`src/rtl/spi_cl_pkg.sv`:
```
package spi_cl_pkg;
  typedef enum logic [1:0] {
    AM_MASK  = 2'd0,
    AM_PAIR  = 2'd1,
    AM_RANGE = 2'd2,
    AM_RSVD  = 2'd3
  } amode_t;

  localparam logic [2:0] SZ_NINE = 3'd1;
endpackage

```
`src/rtl/spi_cl_sync.sv`:
```
module spi_cl_sync #(
  parameter int          W       = 3,
  parameter int          STAGES  = 2,
  parameter logic [W-1:0] RST_VAL = '0
) (
  input  logic         clk,
  input  logic         rst,
  input  logic [W-1:0] d,
  output logic [W-1:0] q
);
  logic [W-1:0] stg [STAGES];

  genvar s;
  generate
    for (s = 0; s < STAGES; s++) begin : g_stage
      if (s == 0) begin : g_first
        always_ff @(posedge clk) begin
          if (rst) stg[s] <= RST_VAL;
          else     stg[s] <= d;
        end
      end else begin : g_next
        always_ff @(posedge clk) begin
          if (rst) stg[s] <= RST_VAL;
          else     stg[s] <= stg[s-1];
        end
      end
    end
  endgenerate

  assign q = stg[STAGES-1];
endmodule

```
`src/rtl/spi_cl_addr_match.sv`:
```
module spi_cl_addr_match
  import spi_cl_pkg::*;
#(
  parameter int ADDR_W = 8
) (
  input  amode_t            mode,
  input  logic [ADDR_W-1:0] addr_in,
  input  logic [ADDR_W-1:0] ref_addr,
  input  logic [ADDR_W-1:0] ref_aux,
  output logic              hit
);
  always_comb begin
    unique case (mode)
      AM_MASK:  hit = ((addr_in ^ ref_addr) & ~ref_aux) == '0;
      AM_PAIR:  hit = (addr_in == ref_addr) || (addr_in == ref_aux);
      AM_RANGE: hit = (addr_in >= ref_aux) && (addr_in <= ref_addr);
      default:  hit = 1'b0;
    endcase
  end
endmodule

```
`src/rtl/spi_cl_rxfifo.sv`:
```
module spi_cl_rxfifo #(
  parameter int W     = 9,
  parameter int DEPTH = 2
) (
  input  logic         clk,
  input  logic         rst,
  input  logic         flush,
  input  logic         push,
  input  logic [W-1:0] din,
  input  logic         pop,
  output logic [W-1:0] dout,
  output logic         valid,
  output logic         full
);
  localparam int AW = (DEPTH > 1) ? $clog2(DEPTH) : 1;
  localparam int CW = $clog2(DEPTH + 1);

  logic [W-1:0]  mem [DEPTH];
  logic [AW-1:0] wr_ptr, rd_ptr;
  logic [CW-1:0] cnt;
  logic          do_push, do_pop;

  assign valid   = (cnt != '0);
  assign full    = (cnt == CW'(DEPTH));
  assign do_push = push && !full;
  assign do_pop  = pop && valid;
  assign dout    = mem[rd_ptr];

  always_ff @(posedge clk) begin
    if (do_push) mem[wr_ptr] <= din;
  end

  always_ff @(posedge clk) begin
    if (rst || flush) begin
      wr_ptr <= '0;
      rd_ptr <= '0;
      cnt    <= '0;
    end else begin
      if (do_push) wr_ptr <= (wr_ptr == AW'(DEPTH - 1)) ? '0 : wr_ptr + 1'b1;
      if (do_pop)  rd_ptr <= (rd_ptr == AW'(DEPTH - 1)) ? '0 : rd_ptr + 1'b1;
      cnt <= cnt + CW'(do_push) - CW'(do_pop);
    end
  end
endmodule

```
`src/rtl/spi_addr_client.sv`:
```
module spi_addr_client
  import spi_cl_pkg::*;
#(
  parameter int CHAR_W   = 9,
  parameter int ADDR_W   = 8,
  parameter int RX_DEPTH = 2,
  parameter int SYNC_CYC = 4
) (
  input  logic              clk,
  input  logic              rst,
  input  logic              periph_en,
  input  logic              cfg_we,
  input  logic              cfg_rx_on,
  input  logic [1:0]        cfg_amode,
  input  logic              cfg_addr_frame,
  input  logic              cfg_low_det,
  input  logic              cfg_preload,
  input  logic [2:0]        cfg_char_sz,
  input  logic [ADDR_W-1:0] match_addr,
  input  logic [ADDR_W-1:0] match_aux,
  input  logic              tx_we,
  input  logic [CHAR_W-1:0] tx_data,
  input  logic              rd_pop,
  output logic [CHAR_W-1:0] rd_data,
  output logic              rd_valid,
  output logic              rx_on,
  output logic              rx_busy,
  output logic              rx_ovf,
  output logic              ss_wake,
  input  logic              spi_sck,
  input  logic              spi_mosi,
  input  logic              spi_ss_n,
  output logic              spi_miso
);
  localparam int BW = $clog2(CHAR_W);
  localparam int PW = $clog2(SYNC_CYC + 1);

  // synchronized serial inputs
  logic [2:0] pins_s;
  logic ss_q, sck_q, mosi_q, ss_d, sck_d;
  spi_cl_sync #(.W(3), .STAGES(2), .RST_VAL(3'b100)) u_sync (
    .clk(clk), .rst(rst), .d({spi_ss_n, spi_sck, spi_mosi}), .q(pins_s)
  );
  assign {ss_q, sck_q, mosi_q} = pins_s;

  logic sck_rise, sck_fall, ss_fall, active;
  assign sck_rise = sck_q && !sck_d;
  assign sck_fall = !sck_q && sck_d;
  assign ss_fall  = !ss_q && ss_d;
  assign active   = periph_en && !ss_q;

  // configuration
  amode_t     amode_r;
  logic       frame_r, lowdet_r, preload_r;
  logic [2:0] size_r;
  logic       nine;
  assign nine = (size_r == SZ_NINE);

  // shift engine state
  logic [CHAR_W-1:0] rx_sh, tx_sh, tx_hold;
  logic              tx_full, first_r, drop_r;
  logic [BW-1:0]     bit_cnt, last_bit;
  logic [CHAR_W-1:0] rx_next, char_val;
  logic              char_done, addr_phase, hit, store, buf_full;
  logic [PW-1:0]     pend_cnt;
  logic              flush;

  assign last_bit   = nine ? BW'(CHAR_W - 1) : BW'(CHAR_W - 2);
  assign rx_next    = {rx_sh[CHAR_W-2:0], mosi_q};
  assign char_val   = nine ? rx_next : {1'b0, rx_next[CHAR_W-2:0]};
  assign char_done  = active && sck_rise && (bit_cnt == last_bit);
  assign addr_phase = frame_r && first_r;
  assign store      = char_done && rx_on && !drop_r && (!addr_phase || hit);
  assign flush      = cfg_we && !cfg_rx_on;
  assign rx_busy    = (pend_cnt != '0);

  spi_cl_addr_match #(.ADDR_W(ADDR_W)) u_match (
    .mode(amode_r), .addr_in(char_val[ADDR_W-1:0]),
    .ref_addr(match_addr), .ref_aux(match_aux), .hit(hit)
  );

  spi_cl_rxfifo #(.W(CHAR_W), .DEPTH(RX_DEPTH)) u_rxbuf (
    .clk(clk), .rst(rst), .flush(flush), .push(store), .din(char_val),
    .pop(rd_pop), .dout(rd_data), .valid(rd_valid), .full(buf_full)
  );

  // configuration and receiver enable sequencing
  always_ff @(posedge clk) begin
    if (rst) begin
      amode_r <= AM_MASK; frame_r <= 1'b0; lowdet_r <= 1'b0;
      preload_r <= 1'b0; size_r <= '0;
      rx_on <= 1'b0; pend_cnt <= '0; rx_ovf <= 1'b0;
    end else begin
      if (cfg_we) begin
        amode_r   <= amode_t'(cfg_amode);
        frame_r   <= cfg_addr_frame;
        lowdet_r  <= cfg_low_det;
        preload_r <= cfg_preload;
        size_r    <= cfg_char_sz;
      end
      if (flush) begin
        rx_on    <= 1'b0;
        pend_cnt <= '0;
      end else if (cfg_we && cfg_rx_on && !rx_on && pend_cnt == '0) begin
        if (periph_en) pend_cnt <= PW'(SYNC_CYC);
        else           rx_on    <= 1'b1;
      end else if (pend_cnt != '0) begin
        pend_cnt <= pend_cnt - 1'b1;
        if (pend_cnt == PW'(1)) rx_on <= 1'b1;
      end
      if (flush)                 rx_ovf <= 1'b0;
      else if (store && buf_full) rx_ovf <= 1'b1;
    end
  end

  // serial shift engine
  always_ff @(posedge clk) begin
    if (rst) begin
      ss_d <= 1'b1; sck_d <= 1'b0;
      rx_sh <= '0; tx_sh <= '0; tx_hold <= '0; tx_full <= 1'b0;
      bit_cnt <= '0; first_r <= 1'b1; drop_r <= 1'b0;
      spi_miso <= 1'b0; ss_wake <= 1'b0;
    end else begin
      ss_d    <= ss_q;
      sck_d   <= sck_q;
      ss_wake <= ss_fall && lowdet_r;
      if (!active) begin
        bit_cnt <= '0;
        if (ss_q) begin
          first_r <= 1'b1;
          drop_r  <= 1'b0;
        end
      end else begin
        if (sck_rise) begin
          rx_sh   <= rx_next;
          bit_cnt <= char_done ? '0 : bit_cnt + 1'b1;
          if (char_done) begin
            first_r <= 1'b0;
            if (addr_phase && !hit) drop_r <= 1'b1;
          end
        end
        if (sck_fall && !drop_r) begin
          if (bit_cnt == '0) begin
            tx_sh   <= tx_full ? tx_hold : '0;
            tx_full <= 1'b0;
          end else begin
            tx_sh <= {tx_sh[CHAR_W-2:0], 1'b0};
          end
        end
      end
      if (tx_we) begin
        if (preload_r && ss_q) begin
          tx_sh <= tx_data;
        end else begin
          tx_hold <= tx_data;
          tx_full <= 1'b1;
        end
      end
      spi_miso <= active && !drop_r && (nine ? tx_sh[CHAR_W-1] : tx_sh[CHAR_W-2]);
    end
  end
endmodule

```
`config.mk`:
```
export PLATFORM = sky130hd
export DESIGN_NAME = spi_addr_client
export DESIGN_NICKNAME = d
export VERILOG_FILES = /design/src/rtl/spi_cl_pkg.sv /design/src/rtl/spi_cl_sync.sv /design/src/rtl/spi_cl_addr_match.sv /design/src/rtl/spi_cl_rxfifo.sv /design/src/rtl/spi_addr_client.sv
export SDC_FILE = /design/constraint.sdc
export NUM_CORES = 1
export LEC_CHECK = 0
export ABC_AREA = 1
export BUFFER_PORTS_ARGS = -buffer_cell sky130_fd_sc_hd__buf_2
export CORE_ASPECT_RATIO = 0.9
export CORE_MARGIN = 2
export CORE_UTILIZATION = 25
export CTS_CLUSTER_DIAMETER = 30
export DETAILED_ROUTE_END_ITERATION = 10
export GPL_TIMING_DRIVEN = 0
export PLACE_DENSITY_LB_ADDON = 0.2
export SLEW_MARGIN = 5
export SYNTH_ARGS = -nofsm -noshare
export SYNTH_HDL_FRONTEND = slang
export SYNTH_HIERARCHICAL = 1
export SYNTH_SLANG_ARGS = --single-unit
```
`constraint.sdc`:
```
create_clock -name clk -period 3.1 [get_ports clk]
set_input_delay 0.31 -clock clk [delete_from_list [all_inputs] [get_ports clk]]
set_output_delay 0.31 -clock clk [all_outputs]
set_load 0.03 [all_outputs]
```
Word-level counts from Yosys, hierarchy flattened

Memory sizes are Yosys's and may differ from the RTL's. A register that Yosys moved wholly into a read port is not among the register bits.
Cells that the tools add are included.

$add $sub $neg: 6
$lt $le $gt $ge: 2
Equality and inequality tests: 13
Mux-type cells: 43
Bitwise gates (word level): 7
Reductions and logical operators: 53

Operator list:

| kind                                                  | number |
|---|---|
| 2-to-1 mux 9 bit                                      | 7 |
| 2-to-1 mux 1 bit                                      | 28 |
| logical AND 1 bit                                     | 24 |
| == test 8 bit                                         | 2 |
| 2-to-1 mux 3 bit                                      | 5 |
| logical NOT 1 bit                                     | 9 |
| AND 8 bit                                             | 1 |
| >= comparator 8 bit                                   | 1 |
| <= comparator 8 bit                                   | 1 |
| logical NOT 8 bit                                     | 1 |
| 2-to-1 mux 4 bit                                      | 2 |
| inverter 8 bit                                        | 1 |
| nonzero test 2 bit                                    | 4 |
| XOR 8 bit                                             | 1 |
| == test 3 x 1 -> 1 bit, second input constant         | 2 |
| inequality test 2 bit, second input constant          | 3 |
| AND reduction 2 bit                                   | 3 |
| AND reduction 3 bit                                   | 2 |
| adder 4 x 1 -> 4 bit, second input constant           | 1 |
| == test 2 bit, second input constant                  | 2 |
| == test 4 bit                                         | 1 |
| logical NOT 4 bit                                     | 1 |
| inequality test 2 x 1 -> 1 bit, second input constant | 2 |
| AND reduction 4 bit                                   | 1 |
| 13 further kinds                                      | 19 |

Register bits: 54
Bits in writable memories: 24
Bits of input ports: 43
Output and inout port bits: 15
Logic and storage cells: 148
Memories: 2

Memory list:

| name        | words | width | rd ports | clocked after memory_dff | wr ports | line                | RTL |
|---|---|---|---|---|---|---|---|
| u_rxbuf.mem | 2     | 9     | 1        | 1                        | 1        | spi_cl_rxfifo.sv:18 | `logic [W-1:0] mem [DEPTH];` |
| u_sync.stg  | 2     | 3     | 2        | 0                        | 2        | spi_cl_sync.sv:11   | `logic [W-1:0] stg [STAGES];` |

Longest topological paths before layout

Depth in word-level cells: 12
Depth in mapped cells: 21
Depth with buffers taken out: 21

By module

The synthesis kept the hierarchy.

By module, submodules not included:

| module            | times used | cells an instance | area each (um^2) | seq. area each (um^2) |
|---|---|---|---|---|
| spi_addr_client   | 1          | 299               | 2195.9           | 1001.0 |
| spi_cl_rxfifo     | 1          | 66                | 938.4            | 640.6 |
| spi_cl_addr_match | 1          | 97                | 566.8            | 0.0 |
| spi_cl_sync       | 1          | 19                | 168.9            | 120.1 |

Worst setup path after synthesis

Ideal clock, no wire load.

Path kind: register -> register
Start point: register rx_sh[6]
End point: register u_rxbuf.cnt[1]
Setup time: 0.115 ns
Data arrival time: 2.411 ns
Data required time: 2.985 ns
Slack: 0.574 ns
Stages on the path, launching flop included: 19
Path buffers: 0
Clock period less this slack: 2.526 ns
Path through: dfxtp_1 -> ha_1 -> nand2_2 -> inv_1 -> a21oi_1 -> nand3_1 -> nand2_1 -> nand3_1 -> nand2_2 -> o21ai_0 -> nor3_1 -> nand2_1 -> ha_1 -> inv_1 -> ha_1 -> inv_1 -> nand2_1 -> a21oi_1 -> nor2_1

Cells in the longest elaborated chain, start to end: 10
Elaborated cells on any way between the ends: 16
Those cells by class: add/sub (2); order compare (2); eq/ne (2); mux (2); bitwise (2); reduce/logical (6)

Ends and longest elaborated chain:

| what                                                        | line                    | RTL |
|---|---|---|
| from (decl)                                                 | spi_addr_client.sv:60   | `logic [CHAR_W-1:0] rx_sh, tx_sh, tx_hold;` |
| from (signal assigned)                                      | spi_addr_client.sv:135  | `rx_sh <= rx_next;` |
| 2-to-1 mux 9 bit *                                          | spi_addr_client.sv:70   | `assign char_val = nine ? rx_next : {1'b0, rx_next[CHAR_W-2:0]};` |
| branches (longest 3 deep; another with >= comparator 8 bit) | --                      |  |
| case mux 1 bit (3 select lines) *                           | spi_cl_addr_match.sv:13 | `unique case (mode)` |
| via hit                                                     | spi_addr_client.sv:64   | `logic char_done, addr_phase, hit, store, buf_full;` |
| logical OR 1 bit *                                          | spi_addr_client.sv:73   | `assign store = char_done && rx_on && !drop_r && (!addr_phase \|\| hit);` |
| logical AND 1 bit *                                         | spi_addr_client.sv:73   |  |
| via store                                                   | spi_addr_client.sv:64   |  |
| logical AND 1 bit *                                         | spi_cl_rxfifo.sv:25     | `assign do_push = push && !full;` |
| adder 2 x 1 -> 2 bit *                                      | spi_cl_rxfifo.sv:41     | `cnt <= cnt + CW'(do_push) - CW'(do_pop);` |
| subtractor 2 x 1 -> 2 bit *                                 | spi_cl_rxfifo.sv:41     |  |
| to (signal assigned)                                        | spi_cl_rxfifo.sv:41     |  |
| to (decl)                                                   | spi_cl_rxfifo.sv:20     | `logic [CW-1:0] cnt;` |

Mark *: on every way through the listed nets, which the timed path passes.
A chain may end at the register's enable or synchronous reset.

Worst setup path in the final report

Start point: register rx_sh[4]
End point: register u_rxbuf.cnt[1]

The elaborated chain is that of the path after synthesis.

==> results.cfg <==
[run_status]
outcome = finished clean

[power]
ir_drop_v = 0.000280
total_power_mw = 2.39
cellPowerDensity_nw_per_um2 = 507
leakagePower_nw = 2.10

[yosys]
postSynthRegisterBits = 79
synth_seq_area_share_pct = 45.5
synth_top_area_share_pct = 31.6
netlist_top_cells_area = sky130_fd_sc_hd__dfxtp_1 (32%), sky130_fd_sc_hd__edfxtp_1 (14%), sky130_fd_sc_hd__nor2_1 (8.6%)
syn-mean-instance-area_um2 = 8.05
yosysTopAreaCell = sky130_fd_sc_hd__dfxtp_1
distinct_cell_type_count_of_the_synthesized_netlist = 36
synth_fp_nets = 547
syn_area_um2 = 3870
yosys_warnings = 6
postSynthCellCount = 481

[clock_tree]
clock_sink_count = 79
htree_num_levels = 3
postCtsHoldBufs = 0
clock_tree.buffer_depth = 2
cts_root_buffer = sky130_fd_sc_hd__clkbuf_16
tritoncts = yes
tritoncts_buffers = 9
clkTransAtPathRegs_ps = 60
insertion_delay_ps = 340

[cells_and_area]
area_delta_synth_final_pct = 21.8
layout.cells.most_common_list = sky130_fd_sc_hd__nor2_1 (88), sky130_fd_sc_hd__nand2_1 (69), sky130_fd_sc_hd__inv_1 (60)
most_common_cell_after_layout_fill_and_taps_aside = sky130_fd_sc_hd__nor2_1
finish.net_count = 615
num_antenna_cells = 0
n_fill_cell = 1660
final_layout_size_suffix_gt1_share_pct = 21.8
number_of_standard_cells_in_the_final_layout_excluding_fillers = 756
finish.instance_area_um2 = 4710

[drt]
detailroute.wirelength.met3_um = 402
routed_length_per_instance_um = 12.0
highest-signal-layer = met4
route.detailed.drc = 0
met1_wire_length_mm = 4.56
wl_mm = 9.05
antenna_left = 0
dr.pass1.iters = 4
via_count = 3193
wl_met2_mm = 3.97
detail_route.vias_per_cell = 4.22
detailedRoute.firstIterationViolations = 121

[placed_design]
placed_area_um2 = 4400
detailed_place_hpwl_mm = 6.89
place_inst = 739
gp_congestion = 0.808
port-buffer-count = 56

[critical_path]
number_of_cell_instances_on_the_worst_register_to_register_path = 18
critPathRequiredTime_ps = 3330
worstPathArrival_ps = 3060
timing.setup.critical_path_class = flop to flop
worst_setup_path_start_kind = flop
path_max_fanout = 6
cp-end-kind = flop

[min_path]
hold_depth = 3
worstHoldPathType = input port to flop

[sta]
report.final.slew_viol_count = 0
whs_ps = 154
final_hold_viol_count = 0
max_freq_mhz = 354
setup_repair_after_global_routing_missed_its_margin = no
fin_crit_ps = 2830
final-setup-viol-count = 0
slew_headroom_pct = 68.7
clock_skew_ps = 11.7
worst_slew_pin_slew_ps = 470
finalSetupTns_ps = 0
final.period_utilization_pct = 91.2

[global_routing]
antenna_found_initial = 0
global_route.usage.total_pct = 11.8
grt_start_max_net_pins = 14
global_route_wire_length_before_repair_mm = 15.0
globalRouteOverflowTotal = 0
grt_pass1_vias = 3037

[run]
maxCapViolations = 0

[floorplanning]
die_area_um2 = 16500
floorplan.core_area_um2 = 15300
row_count = 43
io_pins = 58
floorplan.initialDensity_pct = 25.3
die_height_um = 122
fp.dieW_um = 135
==> synthesized netlist by cell type (all sizes together) <==
library cell and n:
a211oi 1, a21oi 31, a31oi 1, buf 5, clkbuf 5, clkinv 1
dfxtp 61, edfxtp 18, ha 23, inv 69, mux2 9, nand2 75
nand3 17, nand4 3, nor2 98, nor3 3, nor3b 1, o211ai 2
o21ai 43, o21bai 1, o22ai 3, or2 8, xnor2 1, xor2 2
==> through the flow <==
stage | setup WS [ps] | utilization [%]
after floorplan | 574 | -
after global placement | -165 | 28.8
after detailed placement | -172 | 28.8
after CTS | 11.2 | 30.6
after global routing | 51.1 | 30.8
final | 274 | 30.8
==> worst max-delay path, stage by stage, from the launching register on <==
cell and delay, ps:
sky130_fd_sc_hd__dfxtp_2 350, sky130_fd_sc_hd__ha_1 340, sky130_fd_sc_hd__nand2_1 80, sky130_fd_sc_hd__nand2_1 60, sky130_fd_sc_hd__a21oi_2 160, sky130_fd_sc_hd__nand3_1 100, sky130_fd_sc_hd__nand2_1 70, sky130_fd_sc_hd__nand3_1 80
sky130_fd_sc_hd__nand2_2 70, sky130_fd_sc_hd__o21ai_1 100, sky130_fd_sc_hd__nor3_2 310, sky130_fd_sc_hd__nand2_1 150, sky130_fd_sc_hd__ha_1 300, sky130_fd_sc_hd__inv_1 40, sky130_fd_sc_hd__ha_1 170, sky130_fd_sc_hd__inv_1 60
sky130_fd_sc_hd__nand2_1 70, sky130_fd_sc_hd__a21oi_1 150, sky130_fd_sc_hd__nor2_1 60
==> sequential cells by signal, summed over array words and instances, names as in the netlist, 2 cells and up, named ones only <==
register / count
rx_sh: 8
size_r: 3
pend_cnt: 3
u_rxbuf/cnt: 2
u_rxbuf/mem: 18
tx_sh: 9
bit_cnt: 4
tx_hold: 9
amode_r: 2
u_sync/stg: 6
==> final timing paths <==
kind	startpoint	to	slack (ps)
min reg2reg	u_sync/stg[0][0]	u_sync/stg[1][0]	400
max	rx_sh[4]	u_rxbuf/cnt[1]	270
max reg2reg	rx_sh[4]	u_rxbuf/cnt[1]	270
min	spi_ss_n	u_sync/stg[0][2]	150
==> metal layers <==
metal,vias to the layer above,GRT usage [%]
li1,1678,-
met1,1449,16.0
met2,57,17.6
met3,9,4.16
met4,0,3.58
met5,-,0
==> timing repair <==
item,CTS,global route
endpoints found under the setup margin,11,11
cloned,0,0
pin swaps,0,3
gates resized for setup,2,9
setup buffers,0,1
==> layout make-up <==
class | instances | area [um^2] | area share (%)
timing repair buffer | 57 | 288 | 6.11
multi-input combinational | 322 | 1820 | 38.6
inverter | 70 | 263 | 5.58
sequential | 79 | 1770 | 37.5
clock inverter | 4 | 21.3 | 0.451
buffer | 10 | 65.1 | 1.38
clock buffer | 12 | 236 | 5.02
tap | 202 | 253 | 5.36
==> report_power, final <==
group          switching, mW  internal, mW
clock network          0.403         0.539
registers             0.0305          1.10
logic                  0.201         0.122
==> cells by family (layout without fill, tap and decap cells) <==
kind of cell             count (synthesis)  count (layout)  synth area share (%)
XOR/XNOR                                 3               3                 0.679
AO/OA/AOI/OAI                           82              82                  11.1
adder cells (fa/ha/maj)                 23              23                  7.44
AND/OR/NAND/NOR                        205             205                  23.3
flip-flops                              79              79                  45.5
buffers and inverters                   80             153                  8.47
multiplexers                             9               9                  3.49
Note: power is estimated with default switching activity, not from simulation.
